File: src/rtl/ctx_sched_pkg.sv
package ctx_sched_pkg;
  localparam int unsigned CTX_N = 8;
  localparam int unsigned CTX_W = $clog2(CTX_N);
  typedef logic [CTX_N-1:0] ctx_vec_t;
  typedef logic [CTX_W-1:0] ctx_id_t;
endpackage

File: src/rtl/ctx_elig_mask.sv
module ctx_elig_mask #(
  parameter int unsigned N = 8
) (
  input  logic         half_mode,
  output logic [N-1:0] elig
);
  for (genvar i = 0; i < N; i++) begin : g_elig
    if ((i % 2) == 0) begin : g_even
      assign elig[i] = 1'b1;
    end else begin : g_odd
      assign elig[i] = ~half_mode;
    end
  end
endmodule

File: src/rtl/ctx_ready_track.sv
module ctx_ready_track #(
  parameter int unsigned N = 8,
  localparam int unsigned W = $clog2(N)
) (
  input  logic         clk,
  input  logic         rst_n,
  input  logic [N-1:0] wake,
  input  logic         take,
  input  logic [W-1:0] run_id,
  output logic [N-1:0] rdy_q,
  output logic [N-1:0] rdy_nxt
);
  logic [N-1:0] clr_vec;
  logic         rdy_en;

  always_comb begin
    clr_vec = '0;
    if (take) clr_vec[run_id] = 1'b1;
    rdy_nxt = (rdy_q & ~clr_vec) | wake;
    rdy_en  = take | (|wake);
  end

  always_ff @(posedge clk or negedge rst_n) begin
    if (!rst_n) begin
      rdy_q <= N'(1);
    end else if (rdy_en) begin
      rdy_q <= rdy_nxt;
    end
  end

  // yielder loses its ready bit unless woken in the same cycle
  p_yield_clears_r4: assert property (@(posedge clk) disable iff (!rst_n)
    (take && !wake[run_id]) |=> !rdy_q[$past(run_id)]);
endmodule

File: src/rtl/ctx_rr_pick.sv
module ctx_rr_pick #(
  parameter int unsigned N = 8,
  localparam int unsigned W = $clog2(N)
) (
  input  logic [N-1:0] cand,
  input  logic [W-1:0] last_id,
  output logic         found,
  output logic [W-1:0] pick_id
);
  always_comb begin
    found   = 1'b0;
    pick_id = last_id;
    for (int k = 1; k <= N; k++) begin
      logic [W-1:0] idx;
      idx = last_id + W'(k);
      if (!found && cand[idx]) begin
        found   = 1'b1;
        pick_id = idx;
      end
    end
  end
endmodule

File: src/rtl/ctx_rr_sched.sv
module ctx_rr_sched
  import ctx_sched_pkg::*;
(
  input  logic             clk,
  input  logic             rst_n,
  input  logic [CTX_N-1:0] wake_i,
  input  logic             yield_i,
  input  logic             half_mode_i,
  output logic [CTX_W-1:0] act_ctx_o,
  output logic             act_vld_o
);
  ctx_vec_t elig, rdy_q, rdy_nxt, cand;
  ctx_id_t  act_q, act_d, pick_id;
  logic     vld_q, vld_d, found, take, sw_en;

  assign take = vld_q & yield_i;
  assign sw_en = ~vld_q | take;
  assign cand = rdy_nxt & elig;

  ctx_elig_mask #(.N(CTX_N)) u_mask (
    .half_mode (half_mode_i),
    .elig      (elig)
  );

  ctx_ready_track #(.N(CTX_N)) u_rdy (
    .clk     (clk),
    .rst_n   (rst_n),
    .wake    (wake_i),
    .take    (take),
    .run_id  (act_q),
    .rdy_q   (rdy_q),
    .rdy_nxt (rdy_nxt)
  );

  ctx_rr_pick #(.N(CTX_N)) u_pick (
    .cand    (cand),
    .last_id (act_q),
    .found   (found),
    .pick_id (pick_id)
  );

  always_comb begin
    act_d = act_q;
    vld_d = vld_q;
    if (sw_en) begin
      vld_d = found;
      if (found) act_d = pick_id;
    end
  end

  always_ff @(posedge clk or negedge rst_n) begin
    if (!rst_n) begin
      act_q <= '0;
      vld_q <= 1'b1;
    end else if (sw_en) begin
      act_q <= act_d;
      vld_q <= vld_d;
    end
  end

  assign act_ctx_o = act_q;
  assign act_vld_o = vld_q;

  // no preemption
  p_hold_no_yield_r2: assert property (@(posedge clk) disable iff (!rst_n)
    (act_vld_o && !yield_i) |=> (act_vld_o && $stable(act_ctx_o)));
  // the running context is always ready
  p_run_is_ready_r9: assert property (@(posedge clk) disable iff (!rst_n)
    act_vld_o |-> rdy_q[act_ctx_o]);
  // half mode selects only even contexts
  p_even_only_r7: assert property (@(posedge clk) disable iff (!rst_n)
    ((!act_vld_o || yield_i) && half_mode_i) |=> (!act_vld_o || !act_ctx_o[0]));
  // a woken yielder keeps the engine busy
  p_wake_keeps_r5: assert property (@(posedge clk) disable iff (!rst_n)
    (act_vld_o && yield_i && wake_i[act_ctx_o] && (!half_mode_i || !act_ctx_o[0]))
      |=> act_vld_o);
endmodule

File: config.mk
export PLATFORM = sky130hd
export DESIGN_NAME = ctx_rr_sched
export DESIGN_NICKNAME = d
export VERILOG_FILES = /design/src/rtl/ctx_sched_pkg.sv /design/src/rtl/ctx_elig_mask.sv /design/src/rtl/ctx_ready_track.sv /design/src/rtl/ctx_rr_pick.sv /design/src/rtl/ctx_rr_sched.sv
export SDC_FILE = /design/constraint.sdc
export NUM_CORES = 1
export LEC_CHECK = 0
export BUFFER_PORTS_ARGS = -buffer_cell sky130_fd_sc_hd__buf_2
export CORE_ASPECT_RATIO = 1.25
export CORE_MARGIN = 3
export CORE_UTILIZATION = 54
export CTS_BUF_LIST = sky130_fd_sc_hd__clkbuf_2
export DETAILED_ROUTE_END_ITERATION = 7
export GPL_TIMING_DRIVEN = 0
export PLACE_DENSITY_LB_ADDON = 0.2
export REMOVE_ABC_BUFFERS = 1
export SLEW_MARGIN = 25
export SYNTH_ARGS = -nofsm -noshare
export SYNTH_HDL_FRONTEND = slang
export SYNTH_SLANG_ARGS = --single-unit
File: constraint.sdc
create_clock -name clk -period 2.71 [get_ports clk]
set_input_delay 0 -clock clk [delete_from_list [all_inputs] [get_ports clk]]
set_output_delay 0 -clock clk [all_outputs]
set_load 0.005 [all_outputs]
==> results of run 1 <==
==> area by class of cell <==
cell class | instances | area, um^2 | share of cell area (%)
clock buffer | 3 | 15.0 | 0.871
clock inverter | 1 | 3.75 | 0.218
inverter | 5 | 22.5 | 1.31
multi-input combinational | 142 | 1040 | 60.6
sequential | 12 | 309 | 17.9
tap | 31 | 38.8 | 2.25
timing repair buffer | 40 | 290 | 16.8
==> through the flow <==
| step | area (um^2) | worst slack, ns |
|---|---|---|
| floorplan | 1260 | -0.101 |
| global placement | 1370 | -0.508 |
| detailed placement | 1370 | -0.560 |
| CTS | 1570 | 0.00243 |
| global route | 1720 | -0.0826 |
| finish | 1720 | -0.0449 |
==> final timing paths <==
| check | to | slack, ns | cells after the start |
|---|---|---|---|
| setup / recovery | act_ctx_o[1] | -0.04 | 10 |
| hold / removal | u_rdy.rdy_q[5] | 0.11 | 2 |
| setup reg to reg | act_ctx_o[1] | -0.04 | 10 |
| hold reg to reg | u_rdy.rdy_q[2] | 0.52 | 1 |
| max in group asynchronous | act_vld_o | 2.32 | 2 |
| min in group clk | act_vld_o | 0.18 | 3 |
==> cell usage after synthesis (2+ instances only) <==
cell,number,area share (%)
and3_1,3,1.4
o22ai_1,7,3.4
clkbuf_1,3,0.87
nor2_1,12,3.5
a21o_1,8,4.6
o21ai_0,13,5.0
o22a_1,5,3.4
nand3_1,6,2.3
a211o_1,3,2.0
ha_1,6,5.8
o21bai_1,3,1.7
o21a_1,3,1.7
inv_1,5,1.4
dfstp_2,2,4.0
xor2_1,2,1.3
a22oi_1,2,1.2
a211oi_1,4,2.3
nand2b_1,3,1.4
nand2_1,22,6.3
dfrtp_1,10,19
o31ai_1,3,1.7
buf_6,2,1.7
a21oi_1,16,6.2
xnor2_1,3,2.0
o211ai_1,4,2.3
mux4_2,2,3.5
mux2i_1,3,2.3
==> sequential cells by signal, indices dropped and copies added, names as in the netlist <==
register and cells:
u_rdy.rdy_q 8, act_vld_o 1, act_ctx_o 3
==> cell families after synthesis <==
kind of cell / Yosys count / share of synthesized area [%]
AOI/OAI and AO/OA: 77 / 39.6
xor gates and xnor gates: 5 / 3.37
adders and majority gates: 6 / 5.77
buffers and inverters: 11 / 4.62
DFF: 12 / 23.3
muxes: 5 / 5.77
and+or+nand+nor: 49 / 17.6
==> worst max-delay path, delay by kind of cell (launching register included) <==
kind                     cells  cell delay [ns]
AO/OA/AOI/OAI                4             0.81
adder cells (fa/ha/maj)      1             0.21
buffers and inverters        1             0.18
flip-flops                   1             0.44
multiplexers                 1             0.52
AND/OR/NAND/NOR              3             0.49
==> metal layers <==
metal / global-route usage (%) / up-vias
li1: - / 705
met1: 30.5 / 747
met2: 46.9 / 73
met3: 3.44 / 15
met4: 12.3 / 0
met5: 0 / -
==> timing repair <==
| action | 4_1_cts | 5_1_grt |
|---|---|---|
| cloned | 0 | 0 |
| endpoints found under the setup margin | 4 | 3 |
| buffers inserted | 5 | 11 |
| hold buffers | 9 | 0 |
| pin swaps | 1 | 3 |
| hold endpoints to repair | 20 | 0 |
| gates resized for setup | 14 | 14 |
==> flow_summary.yaml, run 1 <==
yosys:
  yosysWarnings: 0
  ys_types: 37
  synth-edff-count: 0
  yosysSeqAreaShare_pct: 23.3
  synth-seq-cells: 12
  netlist_instances: 165
  avgSynthCellArea_um2: 7.89
  synth_ff_type: "dfrtp_1"
  netlist_area_um2: 1300
  async_flop_share_pct: 100
global_routing:
  grt_pass1_wl_um: 6100
  grt_max_degree: 15
  track_usage_pct: 25.9
  antenna_found_initial: 0
  grt-ovfl-total: 0
  grt_pass1_vias: 1375
worst_setup_path:
  crit_chain: "clkinvlp_4, ha_4, nand3_1, a21oi_1, o22a_1, mux4_2, and3_4, and4bb_4, a211o_1, a32o_1"
  arrival_ns: 2.94
  cp_max_fo: 6
  critPathKind: "reg -> reg"
  cp-startpoint: "act_ctx_o[1]"
  crit-reg2reg-launch: "act_ctx_o[1]"
  end_kind: "register"
  slowest_delay_ns: 0.52
  slowest_stage: "mux4_2"
  worstPathRequired_ns: 2.90
  worstSetupStartpointType: "register"
drt:
  routed.top_layer: "met4"
  dr.pass1.iters: 5
  wl_um: 4280
  wl_met1_um: 1700
  drt_iter0_markers: 104
  route.detailed.wl_per_inst_um: 18.3
  drc_errors: 0
  drtAntennaViolNets: 0
  viasPerCell: 6.58
  dr_wl_met2_um: 2190
  routed-wl-met3_um: 269
  num_vias: 1540
timing:
  maxSlewViolCount: 0
  fin_setup_tns_ns: -0.0449
  rsz0062_at_grt: "yes"
  setup_viol: 1
  maxSlewHeadroom_pct: 58.4
  fin_crit_ns: 2.75
  layout_setup_ws_ns: -0.0449
  finalClockSkew_ns: 0.0119
  max_freq_mhz: 363
  finalHoldViolCount: 0
  timing.final.crit_share_pct: 102
  worst_hold_slack_ns: 0.113
  tightest_slew_ns: 0.621
floorplanning:
  core_um2: 2230
  rows: 19
  die_area_um2: 3040
  die_w_um: 49.9
  start_util_pct: 58.2
  die_h_um: 60.9
  ios: 16
run_status:
  outcome: "finished, violations left"
  violations: "setup timing"
cells_and_area:
  diodes: 0
  drive_gt1_share_pct: 30.5
  layout.cells.most_common: "nand2_1"
  nets: 222
  syn2layout_area_growth_pct: 32.4
  layout_common_cells: "22 x nand2_1, 16 x buf_2, 14 x a21oi_1, 14 x buf_4, 13 x o21ai_0"
  fin_cells: 234
  nFillCells: 161
  final_util_pct: 77.1
cts:
  htree_num_levels: 1
  cts.sinks: 12
  clk_pin_slew_ns: 0.15
  numCtsBuffers: 3
  cts_tree: "yes"
  clock-root-buffer: "clkbuf_2"
  worstSkewPairLatency_ns: 0.28
  cts_buffer_depth: 2
placed_design:
  dp.cells: 205
  place_hpwl_um: 2690
  globalplace.congestion: 0.868
  place.port_buffers: 15
worst_hold_path:
  min_path_type: "in -> async"
job:
  max-cap-violations: 0
Power of run 1 is not shown: default switching activity piles up to over one toggle a cycle in this logic, so the estimate is an artifact.
==> run 2, diff against run 1 <==
--- a/config.mk
+++ b/config.mk
@@ -6,9 +6,10 @@
 export NUM_CORES = 1
 export LEC_CHECK = 0
 export BUFFER_PORTS_ARGS = -buffer_cell sky130_fd_sc_hd__buf_2
+export CAP_MARGIN = 20
 export CORE_ASPECT_RATIO = 1.25
 export CORE_MARGIN = 3
-export CORE_UTILIZATION = 54
+export CORE_UTILIZATION = 56
 export CTS_BUF_LIST = sky130_fd_sc_hd__clkbuf_2
 export DETAILED_ROUTE_END_ITERATION = 7
 export GPL_TIMING_DRIVEN = 0
@@ -17,4 +18,5 @@
 export SLEW_MARGIN = 25
 export SYNTH_ARGS = -nofsm -noshare
 export SYNTH_HDL_FRONTEND = slang
+export SYNTH_HIERARCHICAL = 1
 export SYNTH_SLANG_ARGS = --single-unit
==> constraint.sdc (replaced) <==
create_clock -name clk -period 2.71 [get_ports clk]
set_input_delay 0.4065 -clock clk [delete_from_list [all_inputs] [get_ports clk]]
set_output_delay 0.4065 -clock clk [all_outputs]
set_load 0.005 [all_outputs]
==> run 2 against run 1 <==
  * The run still ends with setup timing left
  * Critical path depth increased by 1
  * Hold slack gained 0.18 ns
  * Register-to-register slack worse by 0.55 ns
  * Largest cell class unchanged
  * Routed wire length shrank 0.63%
  * Global-route usage up 1.1 points
  * Highest routed layer unchanged
==> flow_summary.yaml, run 2 <==
placed_design:
  dp.cells: 200
  place.port_buffers: 15
  globalplace.congestion: 0.918
  place_hpwl_um: 2640
run_status:
  outcome: "finished, violations left"
  violations: "setup timing"
worst_setup_path:
  arrival_ns: 3.50
  crit-reg2reg-launch: "act_vld_o"
  rr_worst_depth: 11
  r2r_setup_slack_ns: -0.59
  critPathKind: "reg -> reg"
  worstSetupStartpointType: "register"
  end_kind: "register"
  worstPathRequired_ns: 2.91
  cp_max_fo: 7
  worstReg2RegEnd: "act_ctx_o[2]"
drt:
  dr.pass1.iters: 4
  num_vias: 1443
  drtAntennaViolNets: 0
  viasPerCell: 6.56
  drt_iter0_markers: 50
  route.detailed.wl_per_inst_um: 19.3
  drc_errors: 0
  wl_um: 4250
yosys:
  synth.largest_area_cell: "dfrtp_1"
  ys_types: 55
  netlist_area_um2: 1660
  avgSynthCellArea_um2: 10.2
  synth-edff-count: 0
  synth_top_area_share_pct: 15.1
  synthTopCellsByArea: "dfrtp_1 15%, mux4_2 12%, a21o_1 7.2%"
  async_flop_share_pct: 100
  synth-seq-cells: 12
  netlist_instances: 162
  synth_ff_type: "dfrtp_1"
  yosysWarnings: 6
  yosysSeqAreaShare_pct: 18.2
  netlist_top_cells_count: "16 x a21o_1, 10 x dfrtp_1, 9 x mux4_2"
  yosysMostFrequentCell: "a21o_1"
floorplanning:
  die_h_um: 66.9
  start_util_pct: 60.2
  rows: 21
  die_area_um2: 3660
  die_w_um: 54.7
  core_um2: 2760
  ios: 16
cts:
  cts_tree: "yes"
  clk_pin_slew_ns: 0.14
  worstSkewPairLatency_ns: 0.29
  cts_buffer_depth: 2
  cts.sinks: 12
  numCtsBuffers: 3
  htree_num_levels: 1
  clock-root-buffer: "clkbuf_2"
timing:
  setup_viol: 4
  finalClockSkew_ns: 0.0222
  maxSlewViolCount: 0
  rsz0062_at_grt: "yes"
  finalHoldViolCount: 0
  fin_crit_ns: 3.30
  worst_hold_slack_ns: 0.298
  layout_setup_ws_ns: -0.592
  fin_setup_tns_ns: -2.08
  tightest_slew_ns: 0.726
  maxSlewHeadroom_pct: 51.3
  timing.final.crit_share_pct: 122
  max_freq_mhz: 303
global_routing:
  grt_pass1_wl_um: 7220
  grt_max_degree: 17
  grt-ovfl-total: 0
  grt_pass1_vias: 1500
  track_usage_pct: 27.0
  antenna_found_initial: 0
cells_and_area:
  layout.cells.most_common: "a21o_1"
  final_util_pct: 69.2
  fin_cells: 220
  drive_gt1_share_pct: 39.8
  nets: 201
  syn2layout_area_growth_pct: 14.9
  top_register: "u_rdy/rdy_q"
  diodes: 0
  layout_common_cells: "16 x a21o_1, 15 x buf_2, 14 x buf_4"
  largest_register_ffs: 8
worst_hold_path:
  worstHoldEndpoint: "u_rdy/rdy_q[1]"
  min_from: "wake_i[1]"
  hold_path_depth: 2
  min_path_type: "in -> reg"
job:
  max-cap-violations: 0
[run 2: cell families (layout without fill, tap and decap cells)]
group	after synthesis	count (layout)	synth area share, %
AOI/OAI and AO/OA	45	45	19.7
DFF	12	12	18.2
adders and majority gates	2	2	1.51
buffers and inverters	19	40	6.86
xor gates and xnor gates	4	4	2.11
and+or+nand+nor	47	47	19.1
muxes	32	32	32.3
other	1	4	0.226
[run 2: worst max-delay path by stage]
stage / endpoint / start / cells past startpoint / slack, ns
global placement: act_ctx_o[1] / act_ctx_o[0] / 9 / -1.21
floorplan: act_ctx_o[0] / act_ctx_o[1] / 10 / -0.73
CTS: act_ctx_o[1] / act_vld_o / 11 / -0.57
finish: act_ctx_o[2] / act_vld_o / 11 / -0.59
detailed placement: act_ctx_o[1] / act_ctx_o[0] / 9 / -1.29
global route: act_ctx_o[2] / act_vld_o / 11 / -0.68
[run 2: cell type report]
type / instances / area (um^2)
fill: 220 / 851
clock buffer: 3 / 15.0
inverter: 5 / 18.8
timing repair buffer: 31 / 201
multi-input combinational: 134 / 1310
sequential: 12 / 314
tap: 34 / 42.5
clock inverter: 1 / 3.75
[run 2: stage by stage]
stage | cell area (um^2) | setup slack (ns)
after floorplan | 1580 | -0.732
after global placement | 1690 | -1.21
after detailed placement | 1690 | -1.29
after CTS | 1880 | -0.567
after global routing | 1910 | -0.679
final | 1910 | -0.592
[run 2: worst max-delay path, stage by stage, from the launching register on]
cell and delay, ns:
dfstp_2 0.56, and2_4 0.14, or4b_4 0.46, a21o_1 0.17, and2_4 0.15, mux4_2 0.45, mux2i_1 0.42, o21ai_0 0.18
a21oi_1 0.19, or2_1 0.13, o32ai_1 0.09, mux2_4 0.27
[run 2: metal layers]
metal	GRT usage [%]	vias up	share of wire, %
met5	0	-	0
met4	10.6	0	2.0
met3	2.91	10	5.2
met2	45.9	54	52
met1	33.7	709	40
li1	-	670	-
[run 2: what timing repair did]
item / CTS / global route
setup endpoints to repair: 4 / 4
pin swaps: 5 / 5
resized for setup: 17 / 8
hold buffers: 1 / 0
buffers inserted: 14 / 1
hold endpoints to repair: 10 / 0
Power of run 2 is left out for the same reason.
==> run 3, diff against run 2 <==
--- a/config.mk
+++ b/config.mk
@@ -9,7 +9,7 @@
 export CAP_MARGIN = 20
 export CORE_ASPECT_RATIO = 1.25
 export CORE_MARGIN = 3
-export CORE_UTILIZATION = 56
+export CORE_UTILIZATION = 54
 export CTS_BUF_LIST = sky130_fd_sc_hd__clkbuf_2
 export DETAILED_ROUTE_END_ITERATION = 7
 export GPL_TIMING_DRIVEN = 0
@@ -18,5 +18,4 @@
 export SLEW_MARGIN = 25
 export SYNTH_ARGS = -nofsm -noshare
 export SYNTH_HDL_FRONTEND = slang
-export SYNTH_HIERARCHICAL = 1
 export SYNTH_SLANG_ARGS = --single-unit
==> run 3 against run 2 <==
  * Hold slack better by 0.037 ns
  * Cell count up 2.7%
  * Die area down 17%
  * Utilization up 4.9 points
  * Critical endpoint is now act_ctx_o[1]
  * Final area down 13%
  * Sequential share of layout area up 2.2 points
  * Sequential cell count unchanged
  * The run still ends with setup timing left
==> flow_summary.yaml, run 3 (synthesized netlist as in run 1, its figures left out) <==
run_status:
  outcome: "finished, violations left"
  violations: "setup timing"
global_routing:
  grt_pass1_wl_um: 5910
  antenna_found_initial: 0
  grt_max_degree: 15
  grt_pass1_vias: 1325
  grt-ovfl-total: 0
  track_usage_pct: 25.1
worst_setup_path:
  crit_chain: "clkinvlp_4, ha_4, nand3_2, a21oi_2, o22a_1, mux4_2, and3_4, and4bb_4, a211o_1, a32o_1"
  crit_end: "act_ctx_o[1]"
  rr_worst_depth: 10
  cp-startpoint: "act_ctx_o[1]"
  crit_buf_inv: 1
  crit_cells: 10
  critPathKind: "reg -> reg"
  crit-reg2reg-launch: "act_ctx_o[1]"
  arrival_ns: 2.95
  path_delay_family: "compound AO/OA/AOI/OAI gates"
  slowest_delay_ns: 0.52
  worstReg2RegEnd: "act_ctx_o[1]"
  worstPathRequired_ns: 2.90
  r2r_setup_slack_ns: -0.05
  cp_max_fo: 6
  end_kind: "register"
  worstSetupStartpointType: "register"
  slowest_stage: "mux4_2"
job:
  max-cap-violations: 0
placed_design:
  place_hpwl_um: 2690
  dp.cells: 205
  place_ws_ns: -0.560
  place.port_buffers: 15
  globalplace.congestion: 0.868
floorplanning:
  core_um2: 2230
  ios: 16
  rows: 19
  die_h_um: 60.9
  die_w_um: 49.9
  die_area_um2: 3040
  start_util_pct: 58.2
cells_and_area:
  diodes: 0
  syn2layout_area_growth_pct: 27.2
  drive_gt1_share_pct: 33.3
  nFillCells: 183
  layout.cells.most_common: "nand2_1"
  nets: 214
  fin_cells: 226
  top_register: "u_rdy.rdy_q"
  layout_common_cells: "22 x nand2_1, 16 x buf_2, 14 x buf_4"
  largest_register_ffs: 8
timing:
  maxSlewViolCount: 0
  finalClockSkew_ns: 0.0149
  max_freq_mhz: 363
  setup_viol: 1
  maxSlewHeadroom_pct: 58.4
  timing.final.crit_share_pct: 102
  tightest_slew_ns: 0.620
  fin_setup_tns_ns: -0.0476
  rsz0062_at_grt: "yes"
  layout_setup_ws_ns: -0.0476
  fin_crit_ns: 2.76
  finalHoldViolCount: 0
cts:
  cts_tree: "yes"
  htree_num_levels: 1
  clock-root-buffer: "clkbuf_2"
  clk_pin_slew_ns: 0.14
  numCtsBuffers: 3
  cts_buffer_depth: 2
  worstSkewPairLatency_ns: 0.28
  cts.sinks: 12
drt:
  viasPerCell: 6.82
  drt_iter0_markers: 106
  wl_um: 4350
  drtAntennaViolNets: 0
  drc_errors: 0
  dr.pass1.iters: 5
  num_vias: 1542
  route.detailed.wl_per_inst_um: 19.2
worst_hold_path:
  min_path_type: "in -> reg"
==> run 3: worst min path at each step <==
stage | startpoint | end | slack [ns] | depth (start not counted)
5_1_grt | wake_i[3] | u_rdy.rdy_q[3] | 0.34 | 2
4_1_cts | rst_n | u_rdy.rdy_q[5] | 0.0001 | 1
6_report | wake_i[2] | u_rdy.rdy_q[2] | 0.34 | 2
3_5_place_dp | rst_n | u_rdy.rdy_q[2] | 0.30 | 1
3_3_place_gp | rst_n | u_rdy.rdy_q[2] | 0.29 | 1
2_1_floorplan | rst_n | act_ctx_o[0] | 0.11 | 0
==> run 3: layout make-up <==
cell class | count | area, um^2 | area share, %
inverters | 5 | 22.5 | 1.36
well taps | 31 | 38.8 | 2.34
flip-flops and latches | 12 | 309 | 18.7
clock buffers | 3 | 15.0 | 0.907
multi-input cells | 142 | 1060 | 63.8
clock inverters | 1 | 3.75 | 0.227
repair buffers | 32 | 210 | 12.7
==> run 3: timing repair <==
item	in CTS	in global routing
endpoints found under the setup margin	4	3
pin swaps	1	3
resized for setup	14	17
buffers inserted	5	11
hold buffers	0	1
endpoints found under the hold margin	0	10
==> run 3: stage by stage <==
stage / util (%) / area [um^2] / hold WS [ns]
after global routing: 74.1 / 1660 / 0.341
final: 74.1 / 1660 / 0.335
after floorplan: - / 1260 / 0.111
after CTS: 66.2 / 1480 / 0.000149
after detailed placement: 61.5 / 1370 / 0.298
after global placement: 61.5 / 1370 / 0.293
==> run 3: per-layer routing <==
metal	vias to the layer above	routed length [um]	global-route usage [%]
li1	686	-	-
met1	736	1590	29.8
met2	95	2220	45.4
met3	25	339	3.19
met4	0	204	11.5
met5	-	0	0
Power of run 3 is left out for the same reason.
